## src/rtl/nprbs_pkg.sv

```systemverilog
package nprbs_pkg;

  localparam int PRBS_W = 7;
  localparam int NIB_W  = 4;
  // feedback taps, as delays in bits
  localparam int TAP_NEAR = 6;
  localparam int TAP_FAR  = 7;

  typedef logic [PRBS_W-1:0] prbsState_t;
  typedef logic [NIB_W-1:0]  nibble_t;

  // strobes from checker control to checker datapath
  typedef struct packed {
    logic seedShift;
    logic compare;
  } chkStrobe_t;

  typedef enum logic [1:0] {
    PH_SEED_A = 2'd0,
    PH_SEED_B = 2'd1,
    PH_CHECK  = 2'd2
  } chkPhase_t;

  // state bit k holds the bit emitted k+1 positions ago
  function automatic prbsState_t prbsShift(prbsState_t h, logic b);
    return {h[PRBS_W-2:0], b};
  endfunction

  function automatic logic prbsBit(prbsState_t h);
    return h[TAP_NEAR-1] ^ h[TAP_FAR-1];
  endfunction

  function automatic nibble_t prbsNibble(prbsState_t h);
    nibble_t    n;
    prbsState_t t;
    t = h;
    for (int i = 0; i < NIB_W; i++) begin
      n[i] = prbsBit(t);
      t    = prbsShift(t, n[i]);
    end
    return n;
  endfunction

  function automatic prbsState_t prbsAdvance(prbsState_t h);
    prbsState_t t;
    t = h;
    for (int i = 0; i < NIB_W; i++) t = prbsShift(t, prbsBit(t));
    return t;
  endfunction

  function automatic prbsState_t prbsLoad(prbsState_t h, nibble_t n);
    prbsState_t t;
    t = h;
    for (int i = 0; i < NIB_W; i++) t = prbsShift(t, n[i]);
    return t;
  endfunction

endpackage

```

## src/rtl/nprbs_gen.sv

```systemverilog
module nprbs_gen
  import nprbs_pkg::*;
#(
  parameter prbsState_t SEED = 7'h7F
) (
  input  logic    clk,
  input  logic    rstN,
  input  logic    testEn,
  input  nibble_t txDataIn,
  output nibble_t txDataOut
);

  prbsState_t genState;
  nibble_t    genNibble;

  always_ff @(posedge clk or negedge rstN) begin
    if (!rstN)        genState <= SEED;
    else if (!testEn) genState <= SEED;
    else              genState <= prbsAdvance(genState);
  end

  assign genNibble = prbsNibble(genState);
  assign txDataOut = testEn ? genNibble : txDataIn;


  gen_state_nonzero_chk: assert property (@(posedge clk) disable iff (!rstN)
    genState != '0);


  gen_recurrence_chk: assert property (@(posedge clk) disable iff (!rstN)
    (testEn && $past(testEn, 1) && $past(testEn, 2)) |->
      (txDataOut[0] == ($past(txDataOut[2], 2) ^ $past(txDataOut[1], 2)) &&
       txDataOut[1] == ($past(txDataOut[3], 2) ^ $past(txDataOut[2], 2))));

endmodule

```

## src/rtl/nprbs_chk_dp.sv

```systemverilog
module nprbs_chk_dp
  import nprbs_pkg::*;
(
  input  logic       clk,
  input  logic       rstN,
  input  chkStrobe_t strobe,
  input  nibble_t    rxDataIn,
  output logic       nibErr
);

  prbsState_t hist;
  nibble_t    predNibble;

  always_ff @(posedge clk or negedge rstN) begin
    if (!rstN)                 hist <= '0;
    else if (strobe.seedShift) hist <= prbsLoad(hist, rxDataIn);
    else if (strobe.compare)   hist <= prbsAdvance(hist);
  end

  assign predNibble = prbsNibble(hist);
  // a zero history can never be a valid lock
  assign nibErr = strobe.compare && ((rxDataIn != predNibble) || (hist == '0));


  zero_hist_flagged_chk: assert property (@(posedge clk) disable iff (!rstN)
    (strobe.compare && hist == '0) |-> nibErr);

endmodule

```

## src/rtl/nprbs_chk_ctrl.sv

```systemverilog
module nprbs_chk_ctrl
  import nprbs_pkg::*;
#(
  parameter int LOCK_COUNT   = 16,
  parameter int RESEED_COUNT = 8,
  parameter int HOLD_CYCLES  = 2
) (
  input  logic       clk,
  input  logic       rstN,
  input  logic       testEn,
  input  logic       nibErr,
  output chkStrobe_t strobe,
  output logic       prbsPass
);

  localparam int GOOD_W = $clog2(LOCK_COUNT + 1);
  localparam int BAD_W  = $clog2(RESEED_COUNT + 1);
  localparam int HOLD_W = $clog2(HOLD_CYCLES + 1);

  chkPhase_t         phase;
  logic              locked;
  logic [GOOD_W-1:0] goodCnt;
  logic [BAD_W-1:0]  badCnt;
  logic [HOLD_W-1:0] errHold;

  always_ff @(posedge clk or negedge rstN) begin
    if (!rstN) begin
      phase   <= PH_SEED_A;
      locked  <= 1'b0;
      goodCnt <= '0;
      badCnt  <= '0;
      errHold <= '0;
    end else if (!testEn) begin
      phase   <= PH_SEED_A;
      locked  <= 1'b0;
      goodCnt <= '0;
      badCnt  <= '0;
      errHold <= '0;
    end else begin
      errHold <= (errHold != '0) ? errHold - 1'b1 : '0;
      case (phase)
        PH_SEED_A: phase <= PH_SEED_B;
        PH_SEED_B: phase <= PH_CHECK;
        default: begin
          if (nibErr) begin
            errHold <= HOLD_W'(HOLD_CYCLES);
            goodCnt <= '0;
            if (badCnt == BAD_W'(RESEED_COUNT - 1)) begin
              phase  <= PH_SEED_A;
              locked <= 1'b0;
              badCnt <= '0;
            end else begin
              badCnt <= badCnt + 1'b1;
            end
          end else begin
            badCnt <= '0;
            if (!locked) begin
              if (goodCnt == GOOD_W'(LOCK_COUNT - 1)) begin
                locked  <= 1'b1;
                goodCnt <= '0;
              end else begin
                goodCnt <= goodCnt + 1'b1;
              end
            end
          end
        end
      endcase
    end
  end

  always_comb begin
    strobe.seedShift = testEn && (phase != PH_CHECK);
    strobe.compare   = testEn && (phase == PH_CHECK);
  end

  assign prbsPass = testEn && locked && (errHold == '0);


  err_low_first_chk: assert property (@(posedge clk) disable iff (!rstN)
    nibErr |=> !prbsPass);


  err_low_second_chk: assert property (@(posedge clk) disable iff (!rstN)
    ($past(nibErr, 2) && $past(testEn, 1) && testEn) |-> !prbsPass);


  bad_run_bound_chk: assert property (@(posedge clk) disable iff (!rstN)
    badCnt < BAD_W'(RESEED_COUNT));


  pass_rise_chk: assert property (@(posedge clk) disable iff (!rstN)
    $rose(prbsPass) |-> ($past(testEn) && $past(strobe.compare)));

endmodule

```

## src/rtl/nibble_prbs_bist.sv

```systemverilog
module nibble_prbs_bist
  import nprbs_pkg::*;
#(
  parameter logic [6:0] SEED         = 7'h7F,
  parameter int         LOCK_COUNT   = 16,
  parameter int         RESEED_COUNT = 8,
  parameter int         HOLD_CYCLES  = 2
) (
  input  logic       clk,
  input  logic       rstN,
  input  logic       testEn,
  input  logic [3:0] txDataIn,
  output logic [3:0] txDataOut,
  input  logic [3:0] rxDataIn,
  output logic       prbsPass
);

  chkStrobe_t chkStrobe;
  logic       nibErr;

  nprbs_gen #(.SEED(SEED)) uGen (
    .clk       (clk),
    .rstN      (rstN),
    .testEn    (testEn),
    .txDataIn  (txDataIn),
    .txDataOut (txDataOut)
  );

  nprbs_chk_dp uChkDp (
    .clk      (clk),
    .rstN     (rstN),
    .strobe   (chkStrobe),
    .rxDataIn (rxDataIn),
    .nibErr   (nibErr)
  );

  nprbs_chk_ctrl #(
    .LOCK_COUNT   (LOCK_COUNT),
    .RESEED_COUNT (RESEED_COUNT),
    .HOLD_CYCLES  (HOLD_CYCLES)
  ) uChkCtrl (
    .clk      (clk),
    .rstN     (rstN),
    .testEn   (testEn),
    .nibErr   (nibErr),
    .strobe   (chkStrobe),
    .prbsPass (prbsPass)
  );


  pass_off_chk: assert property (@(posedge clk) disable iff (!rstN)
    !testEn |-> !prbsPass);

endmodule

```

## config.mk

```make
export PLATFORM = sky130hd
export DESIGN_NAME = nibble_prbs_bist
export DESIGN_NICKNAME = d
export VERILOG_FILES = /design/src/rtl/nprbs_pkg.sv /design/src/rtl/nprbs_gen.sv /design/src/rtl/nprbs_chk_dp.sv /design/src/rtl/nprbs_chk_ctrl.sv /design/src/rtl/nibble_prbs_bist.sv
export SDC_FILE = /design/constraint.sdc
export NUM_CORES = 1
export LEC_CHECK = 0
export ABC_AREA = 1
export CAP_MARGIN = 10
export CORE_MARGIN = 5
export CORE_UTILIZATION = 40
export CTS_BUF_LIST = sky130_fd_sc_hd__clkbuf_8 sky130_fd_sc_hd__clkbuf_16
export CTS_CLUSTER_SIZE = 12
export DETAILED_ROUTE_END_ITERATION = 8
export GPL_ROUTABILITY_DRIVEN = 1
export PLACE_DENSITY_LB_ADDON = 0.25
export SYNTH_ARGS = -nofsm -noshare
export SYNTH_HDL_FRONTEND = slang
export SYNTH_SLANG_ARGS = --single-unit
```

## constraint.sdc

```tcl
create_clock -name clk -period 2.1 [get_ports clk]
set_clock_uncertainty 0.15 [all_clocks]
set_input_delay 0.42 -clock clk [delete_from_list [all_inputs] [get_ports clk]]
set_output_delay 0.42 -clock clk [all_outputs]
set_load 0.03 [all_outputs]
```

# Word level (Yosys, flattened, before mapping)
# Index checks and enable logic that the tools add are counted.
[op_classes]
n_eq_ne = 11
muxes = 27
add_sub_neg = 3
bitwise_logic = 8
n_reduce_logical = 15
[op_table]
columns = ["operator", "count"]
rows = [
  ["two-way mux 5 bit", 5],
  ["two-way mux 7 bit", 3],
  ["two-way mux 4 bit", 5],
  ["two-way mux 2 bit", 7],
  ["inequality test 4 x 1 -> 1 bit (second input constant)", 2],
  ["bitwise XOR 1 bit", 8],
  ["zero test 7 bit", 1],
  ["two-way mux 1 bit", 6],
  ["AND reduction 2 bit", 3],
  ["adder 5 x 1 -> 5 bit (second input constant)", 1],
  ["== test 5 x 4 -> 1 bit (second input constant)", 1],
  ["logical AND 1 bit", 5],
  ["adder 4 x 1 -> 4 bit (second input constant)", 1],
  ["== test 4 x 3 -> 1 bit (second input constant)", 1],
  ["zero test 2 bit", 2],
  ["inequality test 2 bit (second input constant)", 2],
  ["inequality test 4 bit", 1],
  ["one-hot mux 2 bit (2 select lines)", 1],
  ["nonzero test 2 bit", 2],
  ["inequality test 3 x 2 -> 1 bit (second input constant)", 1],
  ["inequality test 3 bit (second input constant)", 1],
  ["== test 2 x 1 -> 1 bit (second input constant)", 1],
  ["== test 2 bit (second input constant)", 1],
  ["OR reduction 2 bit", 1],
  ["other kinds (2)", 2],
]
[totals]
inputBits = 11
register_bits = 28
output_inout_bits = 5
elab_cells = 71

# Longest topological paths before layout
# Gate-level depths: netlist (run 1).
[logic_depth]
word_depth = 7
mapped_depth = 11
depth_no_buf = 11

# By module
# Synthesis (run 1) repeated with hierarchy kept, for this count alone.
[hier_totals]
cells_unflattened = 207
hier_area_um2 = 1539.0
[by_module_without_submodules]
columns = ["module", "area_each_um2", "seq_area_each_um2", "instances", "cells_per_inst"]
rows = [
  ["nprbs_chk_ctrl", 725.7, 350.3, 1, 95],
  ["nprbs_chk_dp", 469.2, 175.2, 1, 67],
  ["nprbs_gen", 344.1, 183.9, 1, 45],
]

# Worst setup path before layout (run 1)
# No wires, ideal clock.
[synth_path]
kind = "input -> output"
startpoint = "input testEn"
endpoint = "output prbsPass"
t_required_ns = 1.530
n_path_buf = 1
t_arrival_ns = 1.294
slack_ns = 0.236
cell_stages = 3
cell_sequence = "buf_4 > nand2_1 > nor3_1"
[synth_via]
elab_chain_cells = 2
[synth_lines]
columns = ["element", "line", "source"]
rows = [
  ["start: declaration", "nibble_prbs_bist.sv:11", "input logic testEn,"],
  ["logical AND 1 bit (2 in series)", "nprbs_chk_ctrl.sv:76", "assign prbsPass = testEn && locked && (errHold == '0);"],
  ["end: declaration", "nibble_prbs_bist.sv:15", "output logic prbsPass"],
]
# Every way passes these cells.

# Final worst setup path (run 1)
[layout_path]
startpoint = "register uGen.genState[5]"
endpoint = "output txDataOut[0]"
[layout_via]
elab_chain_cells = 2
[layout_lines]
columns = ["element", "line", "source"]
rows = [
  ["start: declaration", "nprbs_gen.sv:13", "prbsState_t genState;"],
  ["start signal: assignment", "nprbs_gen.sv:19", "else genState <= prbsAdvance(genState);"],
  ["bitwise XOR 1 bit", "nprbs_pkg.sv:30", "return h[TAP_NEAR-1] ^ h[TAP_FAR-1];"],
  ["two-way mux 4 bit", "nprbs_gen.sv:23", "assign txDataOut = testEn ? genNibble : txDataIn;"],
  ["end: declaration", "nibble_prbs_bist.sv:13", "output logic [3:0] txDataOut,"],
]
# Every way passes these cells.

==> results of run 1 <==
==> state kept, by name, summed over array words and instances (netlist names) <==
signal            cells
uChkCtrl.locked       1
uChkDp.hist           7
uChkCtrl.errHold      2
uChkCtrl.goodCnt      5
uChkCtrl.phase        2
uChkCtrl.badCnt       4
uGen.genState         7
==> worst max-delay path, delay by kind of cell, from the launching register on <==
kind	cells	cell delay [ns]
flip-flops	1	0.55
AO/OA/AOI/OAI	2	0.39
buffers and inverters	2	0.20
==> worst min path at each step <==
stage / cells after the start / slack [ns] / endpoint / from
after floorplan: 0 / -0.03 / uChkCtrl.badCnt[0] / rstN
after global placement: 1 / 0.32 / uChkCtrl.errHold[0] / uChkCtrl.errHold[0]
after detailed placement: 1 / 0.32 / uChkCtrl.errHold[0] / uChkCtrl.errHold[0]
after CTS: 1 / 0.34 / uChkCtrl.errHold[0] / uChkCtrl.errHold[0]
after global routing: 1 / 0.36 / uChkCtrl.errHold[0] / uChkCtrl.errHold[0]
final: 1 / 0.34 / uChkCtrl.errHold[0] / uChkCtrl.errHold[0]
==> final cells by class <==
cell class,instances,area share [%]
sequential,28,39.2
tap,48,3.32
timing repair buffer,26,12.1
multi-input combinational,128,38.1
inverter,20,4.15
clock buffer,4,3.04
==> through the flow <==
stage / utilization, % / cell area (µm²) / worst slack [ns] / instances / hold slack (ns)
6_report: 49.8 / 1810 / 0.120 / 254 / 0.341
5_1_grt: 49.8 / 1810 / 0.00261 / 254 / 0.359
4_1_cts: 49.8 / 1810 / 0.0729 / 254 / 0.342
3_5_place_dp: 48.3 / 1750 / -0.0229 / 250 / 0.324
3_3_place_gp: 48.3 / 1750 / 0.00302 / 250 / 0.317
2_1_floorplan: - / 1490 / 0.236 / 179 / -0.0256
==> synth_stat cells (all sizes together) <==
| library cell | number |
|---|---|
| a21oi | 7 |
| dfstp | 7 |
| o22ai | 1 |
| clkbuf | 1 |
| inv | 20 |
| nor3b | 1 |
| nand3 | 13 |
| xor2 | 2 |
| nand2 | 60 |
| or2 | 4 |
| o211ai | 2 |
| a32oi | 1 |
| buf | 2 |
| xnor2 | 3 |
| o21ai | 8 |
| nor3 | 1 |
| ha | 4 |
| o21a | 5 |
| dfrtp | 21 |
| nor2 | 16 |
==> metal layers <==
layer	part of all wire, %	vias to the layer above
met4	0	0
met3	3.0	0
met5	0	-
met2	49	9
met1	48	556
li1	-	623
==> power breakdown <==
part	switching (mW)	leakage (nW)	internal [mW]
combinational	0.209	0.514	0.158
sequential	0.0539	0.351	0.613
clock	0.162	0.0288	0.168
==> placed cells by master (no fill, tap or decap), types with 7 or more instances in the layout <==
cell / n
dfrtp_1: 21
nand3_1: 12
nor2_1: 13
dfstp_2: 7
clkdlybuf4s50_1: 9
buf_4: 16
nand2_1: 53
o21ai_0: 8
inv_1: 15
==> cells by family after synthesis <==
group,synth area share (%)
simple gates,29.4
flops,47.6
compound gates,10.6
buf+inv,6.13
xor+xnor,2.94
fa+ha+maj,3.36
==> repair_timing <==
action | in CTS | in global routing
setup endpoints to repair | 3 | 0
resized for setup | 1 | 0
setup buffers | 0 | 0
==> impl_metrics.yaml, run 1 <==
placed_design:
  dp_hpwl_um: 2200
  io_buffer_count: 15
  gp_congestion: 0.847
clocking:
  clock_sinks: 28
  clk_pin_slew_ns: 0.09
  cts_tree: "done"
  cts_hold_buf: 0
  insertion_delay_ns: 0.27
  numCtsBuffers: 3
  clock_path_buffers: 2
  cts_max_level: 1
  cts-root-buf: "clkbuf_8"
synthesis:
  syn_area_mm2: 0.00149
  synth_warnings: 0
  ys_seq_area_share_pct: 47.6
  syn_nets: 194
  yosysTopAreaCellShare_pct: 35.3
  synthCells: 179
  ys_seq_elements: 28
  syn_avg_cell_area_um2: 8.33
  ys_types: 29
  ys_top_cells_by_area: "dfrtp_1, nand2_1, dfstp_2"
  synth_top_area_cell: "dfrtp_1"
worst_setup_path:
  cpMaxStageDelayCell: "dfstp_2"
  r2r-start: "uChkDp.hist[4]"
  cp_cell_sequence: "inv_1 -> o21ai_0 -> o21a_1 -> buf_4"
  r2r_end: "uChkCtrl.goodCnt[1]"
  max_stage_delay_ns: 0.55
  critPathCaptureType: "primary output"
  worst_r2r_path_depth: 11
  cp_max_fo: 3
  crit_start: "uGen.genState[5]"
  path_class: "reg2out"
  required_ns: 1.53
  crit_path_end: "txDataOut[0]"
  crit_arrival_ns: 1.41
  cp-start-kind: "flip-flop"
  rrSetupSlack_ns: 0.26
die:
  core-area_mm2: 0.00363
  start_util_pct: 41.0
  rows: 22
  io_pins: 16
  dieArea_mm2: 0.00505
  fp.dieH_um: 71.0
  dieWidth_um: 71.0
drt:
  drcViolationCount: 0
  wl_per_cell_um: 11.0
  vias_per_cell: 4.68
  wl_um: 2810
  drt_pre_antenna_iters: 3
  vias: 1188
  drt-initial-drc-count: 77
  route.antenna.remaining_nets: 0
power_and_ir_drop:
  peakVddDrop_mv: 0.284
  p_leak_nw: 0.893
  p_per_area_mw_per_mm2: 754
  report.power.total_mw: 1.36
timing:
  rsz0062_at_grt: "false"
  finalSetupTns_ns: 0
  period_minus_slack_ns: 1.98
  hold_viol: 0
  worst_slew_pin_slew_ns: 0.356
  fmax_mhz: 505
  slew-limit-headroom_pct: 76.3
  final_max_slew_viol_count: 0
  fin_crit_sh_pct: 94.3
  setup_viol: 0
finish:
  ff_latch_area_um2: 709
  area_growth_pct: 21.3
  nets: 222
  num_antenna_cells: 0
  multiInputGateArea_um2: 689
  fillers: 358
  drive_gt1_share_pct: 24.3
grt:
  overflow: 0
  antenna_found_initial: 0
  grt_pass1_vias: 1162
  met2_usage_pct: 22.0
  track_usage_pct: 12.4
  grtUsageMet3_pct: 2.84
  grt_max_degree: 29
  grt_first_pass_wirelength_um: 5110
  grt.busiest_layer: "met2"
  met1_usage_pct: 15.2
worst_hold_path:
  hold_class: "reg2reg"
run:
  cap_violations: 0
outcome:
  outcome: "finished, final reports clean"
Note: power is estimated with default switching activity, not from simulation.
==> inputs of run 2 (changes only) <==
--- a/config.mk
+++ b/config.mk
@@ -7,6 +7,7 @@
 export LEC_CHECK = 0
 export ABC_AREA = 1
 export CAP_MARGIN = 10
+export CORE_ASPECT_RATIO = 1.2
 export CORE_MARGIN = 5
 export CORE_UTILIZATION = 40
 export CTS_BUF_LIST = sky130_fd_sc_hd__clkbuf_8 sky130_fd_sc_hd__clkbuf_16
==> impl_metrics.yaml, run 2 (synthesis gave the netlist of run 1 again) <==
run:
  cap_violations: 0
worst_setup_path:
  path_class: "reg2out"
  critPathCaptureType: "primary output"
  cp_max_fo: 4
  cp_cell_sequence: "inv_1 -> a21oi_1 -> o21ai_1 -> o21a_1 -> buf_4"
  required_ns: 1.53
  cpMaxStageDelayCell: "dfstp_2"
  max_stage_delay_ns: 0.53
  cp.buffers_inverters: 2
  worst_r2r_path_depth: 11
  crit_start: "uGen.genState[4]"
  cp_top_family: "flip-flops"
  cp-start-kind: "flip-flop"
  crit_cells: 5
  r2r-start: "uChkDp.hist[4]"
  crit_arrival_ns: 1.41
grt:
  grt_max_degree: 29
  antenna_found_initial: 0
  track_usage_pct: 14.1
  grt_pass1_vias: 1319
  grt_first_pass_wirelength_um: 5710
  overflow: 0
timing:
  holdWs_ns: 0.325
  fin_crit_sh_pct: 94.4
  setup_viol: 0
  period_minus_slack_ns: 1.98
  finalSetupTns_ns: 0
  fmax_mhz: 504
  layout_setup_ws_ns: 0.117
  rsz0062_at_grt: "false"
  worst_slew_pin_slew_ns: 0.362
  hold_viol: 0
  slew-limit-headroom_pct: 75.9
  final_max_slew_viol_count: 0
die:
  fp.dieH_um: 76.9
  start_util_pct: 41.0
  dieWidth_um: 65.7
  io_pins: 16
  rows: 24
  core-area_mm2: 0.00363
  dieArea_mm2: 0.00505
clocking:
  cts_max_level: 1
  insertion_delay_ns: 0.27
  clock_sinks: 28
  postCtsSetupBuffers: 0
  cts-root-buf: "clkbuf_8"
  cts_tree: "done"
  numCtsBuffers: 3
  clk_pin_slew_ns: 0.10
  cts_hold_buf: 0
  clock_path_buffers: 2
placed_design:
  io_buffer_count: 15
  post_dp_cell_area_mm2: 0.00174
  dp.cells: 252
  dp_slack_ns: -0.0908
  gp_congestion: 0.785
  dp_hpwl_um: 2440
power_and_ir_drop:
  p_per_area_mw_per_mm2: 811
  report.power.total_mw: 1.47
  p_leak_nw: 0.891
  peakVddDrop_mv: 0.379
finish:
  finalInstanceArea_mm2: 0.00181
  final_common_cell: "nand2_1"
  layout_common_cells: "nand2_1, dfrtp_1, inv_1"
  drive_gt1_share_pct: 23.5
  area_growth_pct: 21.7
  nets: 220
  num_antenna_cells: 0
  fin_util_pct: 49.9
  final_cells: 256
  fillers: 343
  largestRegisters: "uChkDp.hist: 7 flops, uGen.genState: 7 flops, uChkCtrl.goodCnt: 5 flops"
drt:
  route.antenna.remaining_nets: 0
  wl_um: 3190
  drt-initial-drc-count: 55
  wl_per_cell_um: 12.5
  vias_per_cell: 4.77
  vias: 1222
  drcViolationCount: 0
  drt_pre_antenna_iters: 6
worst_hold_path:
  min_path_cells: 1
  min-delay-start: "uChkCtrl.errHold[0]"
  hold_class: "reg2reg"
outcome:
  outcome: "finished, final reports clean"
==> run 2: changes by cell type in the layout (fill, tap and decap cells not counted), sizes merged <==
cell    change
bufinv      +1
buf         -2
clkbuf      -1
==> run 2: routing by layer <==
metal / vias to the layer above / part of all wire, % / GRT usage [%]
met5: - / 0 / 0
met4: 0 / 1.6 / 5.39
met3: 8 / 3.1 / 3.07
met2: 18 / 54 / 24.8
met1: 581 / 41 / 16.3
li1: 615 / - / -
==> run 2: area by class of cell <==
class | instances | area, µm² | area share (%)
flip-flops and latches | 28 | 709 | 39.1
clock buffers | 3 | 41.3 | 2.28
repair buffers | 24 | 204 | 11.2
multi-input cells | 128 | 689 | 38.0
well taps | 52 | 65.1 | 3.59
clock inverters | 1 | 30.0 | 1.66
inverters | 20 | 75.1 | 4.14
==> run 2: what timing repair did <==
action                     4_1_cts  5_1_grt
pin swaps                        0        0
gates resized for setup          1        3
setup endpoints to repair        4        3
==> run 2: final timing paths <==
kind	end	slack [ns]
worst max register to register	uChkCtrl.goodCnt[0]	0.22
min in group asynchronous	uChkCtrl.badCnt[2]	0.36
max in group asynchronous	uGen.genState[5]	1.13
worst max-delay path	txDataOut[2]	0.12
worst min-delay path	uChkCtrl.errHold[0]	0.32
worst min register to register	uChkCtrl.errHold[0]	0.32
==> run 2: power breakdown <==
part,internal [mW],total [mW],switching (mW),leakage [nW]
Sequential,0.613,0.665,0.0521,0.351
Combinational,0.158,0.379,0.221,0.505
Clock,0.255,0.428,0.173,0.0357
Total,1.03,1.47,0.445,0.891
==> inputs of run 3 (changes only) <==
--- a/config.mk
+++ b/config.mk
@@ -8,7 +8,7 @@
 export ABC_AREA = 1
 export CAP_MARGIN = 10
 export CORE_ASPECT_RATIO = 1.2
-export CORE_MARGIN = 5
+export CORE_MARGIN = 2
 export CORE_UTILIZATION = 40
 export CTS_BUF_LIST = sky130_fd_sc_hd__clkbuf_8 sky130_fd_sc_hd__clkbuf_16
 export CTS_CLUSTER_SIZE = 12
==> impl_metrics.yaml, run 3 (synthesis gave the netlist of run 1 again) <==
worst_setup_path:
  required_ns: 1.53
  crit_arrival_ns: 1.38
  cp_max_fo: 3
  path_class: "reg2out"
  critPathCaptureType: "primary output"
  cp-start-kind: "flip-flop"
clocking:
  insertion_delay_ns: 0.28
  clk_pin_slew_ns: 0.10
  numCtsBuffers: 3
  cts_max_level: 1
  clock_sinks: 28
  cts-root-buf: "clkbuf_8"
  cts_tree: "done"
  clock_path_buffers: 2
  cts_hold_buf: 0
timing:
  finalSetupTns_ns: 0
  worst_slew_pin_slew_ns: 0.350
  fin_crit_sh_pct: 92.9
  slew-limit-headroom_pct: 76.6
  final_max_slew_viol_count: 0
  layout_setup_ws_ns: 0.149
  rsz0062_at_grt: "false"
  period_minus_slack_ns: 1.95
  hold_viol: 0
  setup_viol: 0
  fmax_mhz: 512
outcome:
  outcome: "finished, final reports clean"
drt:
  drt_pre_antenna_iters: 4
  route.antenna.remaining_nets: 0
  wl_per_cell_um: 11.5
  vias: 1190
  drt-initial-drc-count: 58
  drcViolationCount: 0
  wl_um: 2830
  vias_per_cell: 4.86
finish:
  num_antenna_cells: 0
  finalInstanceArea_mm2: 0.00182
  final_cells: 245
  final_common_cell: "nand2_1"
  drive_gt1_share_pct: 24.8
  largestRegisters: "uChkDp.hist: 7 flops, uGen.genState: 7 flops, uChkCtrl.goodCnt: 5 flops"
  area_growth_pct: 22.2
  layout_common_cells: "nand2_1, dfrtp_1, buf_4"
  nets: 222
placed_design:
  dp_slack_ns: -0.0172
  io_buffer_count: 15
  dp_hpwl_um: 2170
  gp_congestion: 0.810
  post_dp_cell_area_mm2: 0.00174
  dp.cells: 241
die:
  io_pins: 16
  core-area_mm2: 0.00360
  dieArea_mm2: 0.00423
  dieWidth_um: 59.7
  rows: 24
  start_util_pct: 41.4
  fp.dieH_um: 70.9
grt:
  grt_max_degree: 29
  grt_first_pass_wirelength_um: 5020
  track_usage_pct: 15.4
  overflow: 0
  antenna_found_initial: 0
  grt_pass1_vias: 1178
power_and_ir_drop:
  p_leak_nw: 0.908
  p_per_area_mw_per_mm2: 802
  peakVddDrop_mv: 0.304
run:
  cap_violations: 0
worst_hold_path:
  hold_class: "reg2reg"
run 3: changes by cell type in the layout (fill, tap and decap cells not counted):
cell | before | now
dlygate4sd2_1 | 1 | 0
a21oi_1 | 5 | 4
dlymetal6s2s_1 | 0 | 1
buf_4 | 14 | 16
a21oi_2 | 1 | 2
run 3: area by class of cell:
class	instances	area, µm²
timing repair buffer	26	223
inverter	20	75.1
clock inverter	1	30.0
tap	39	48.8
fill	360	1780
multi-input combinational	128	693
clock buffer	3	41.3
sequential	28	709
run 3: metrics by stage:
stage / total power, mW / utilization, % / hold slack [ns]
global placement: 1.03 / 48.4 / 0.306
detailed placement: 1.05 / 48.4 / 0.322
finish: 1.46 / 50.5 / 0.338
floorplan: 0.925 / - / -0.0256
CTS: 1.48 / 50.3 / 0.336
global route: 1.56 / 50.5 / 0.350
run 3: where the power goes:
| group | switching (mW) | internal (mW) |
|---|---|---|
| logic | 0.213 | 0.158 |
| registers | 0.0510 | 0.613 |
| clock network | 0.169 | 0.256 |
run 3: final timing paths:
path,startpoint,to,slack [ns],cells after the start
max in group asynchronous,rstN,uGen.genState[5],1.14,2
min in group asynchronous,rstN,uChkDp.hist[5],0.35,2
max,uGen.genState[5],txDataOut[0],0.15,5
max reg2reg,uChkDp.hist[4],uChkCtrl.goodCnt[0],0.24,11
min,uChkCtrl.errHold[0],uChkCtrl.errHold[0],0.34,1
min reg2reg,uChkCtrl.errHold[0],uChkCtrl.errHold[0],0.34,1
run 3: critical path: stages, from the launching register on:
cell     delay, ns
dfstp_2       0.57
inv_1         0.06
a21oi_1       0.12
o21ai_1       0.09
o21a_1        0.11
buf_4         0.16
run 3: what timing repair did:
item	CTS	global route
resized for setup	2	3
buffers inserted	0	0
pin swaps	0	0
setup endpoints to repair	2	5
run 3: metal layers:
layer  global-route usage [%]  up-vias  part of all wire [%]  wire length, µm
met3                     2.19        4                   1.6               45
met4                     5.93        0                   1.6               44
met1                     19.1      552                    46             1310
li1                         -      621                     -                -
met5                        0        -                     0                0
met2                     26.3       13                    50             1430
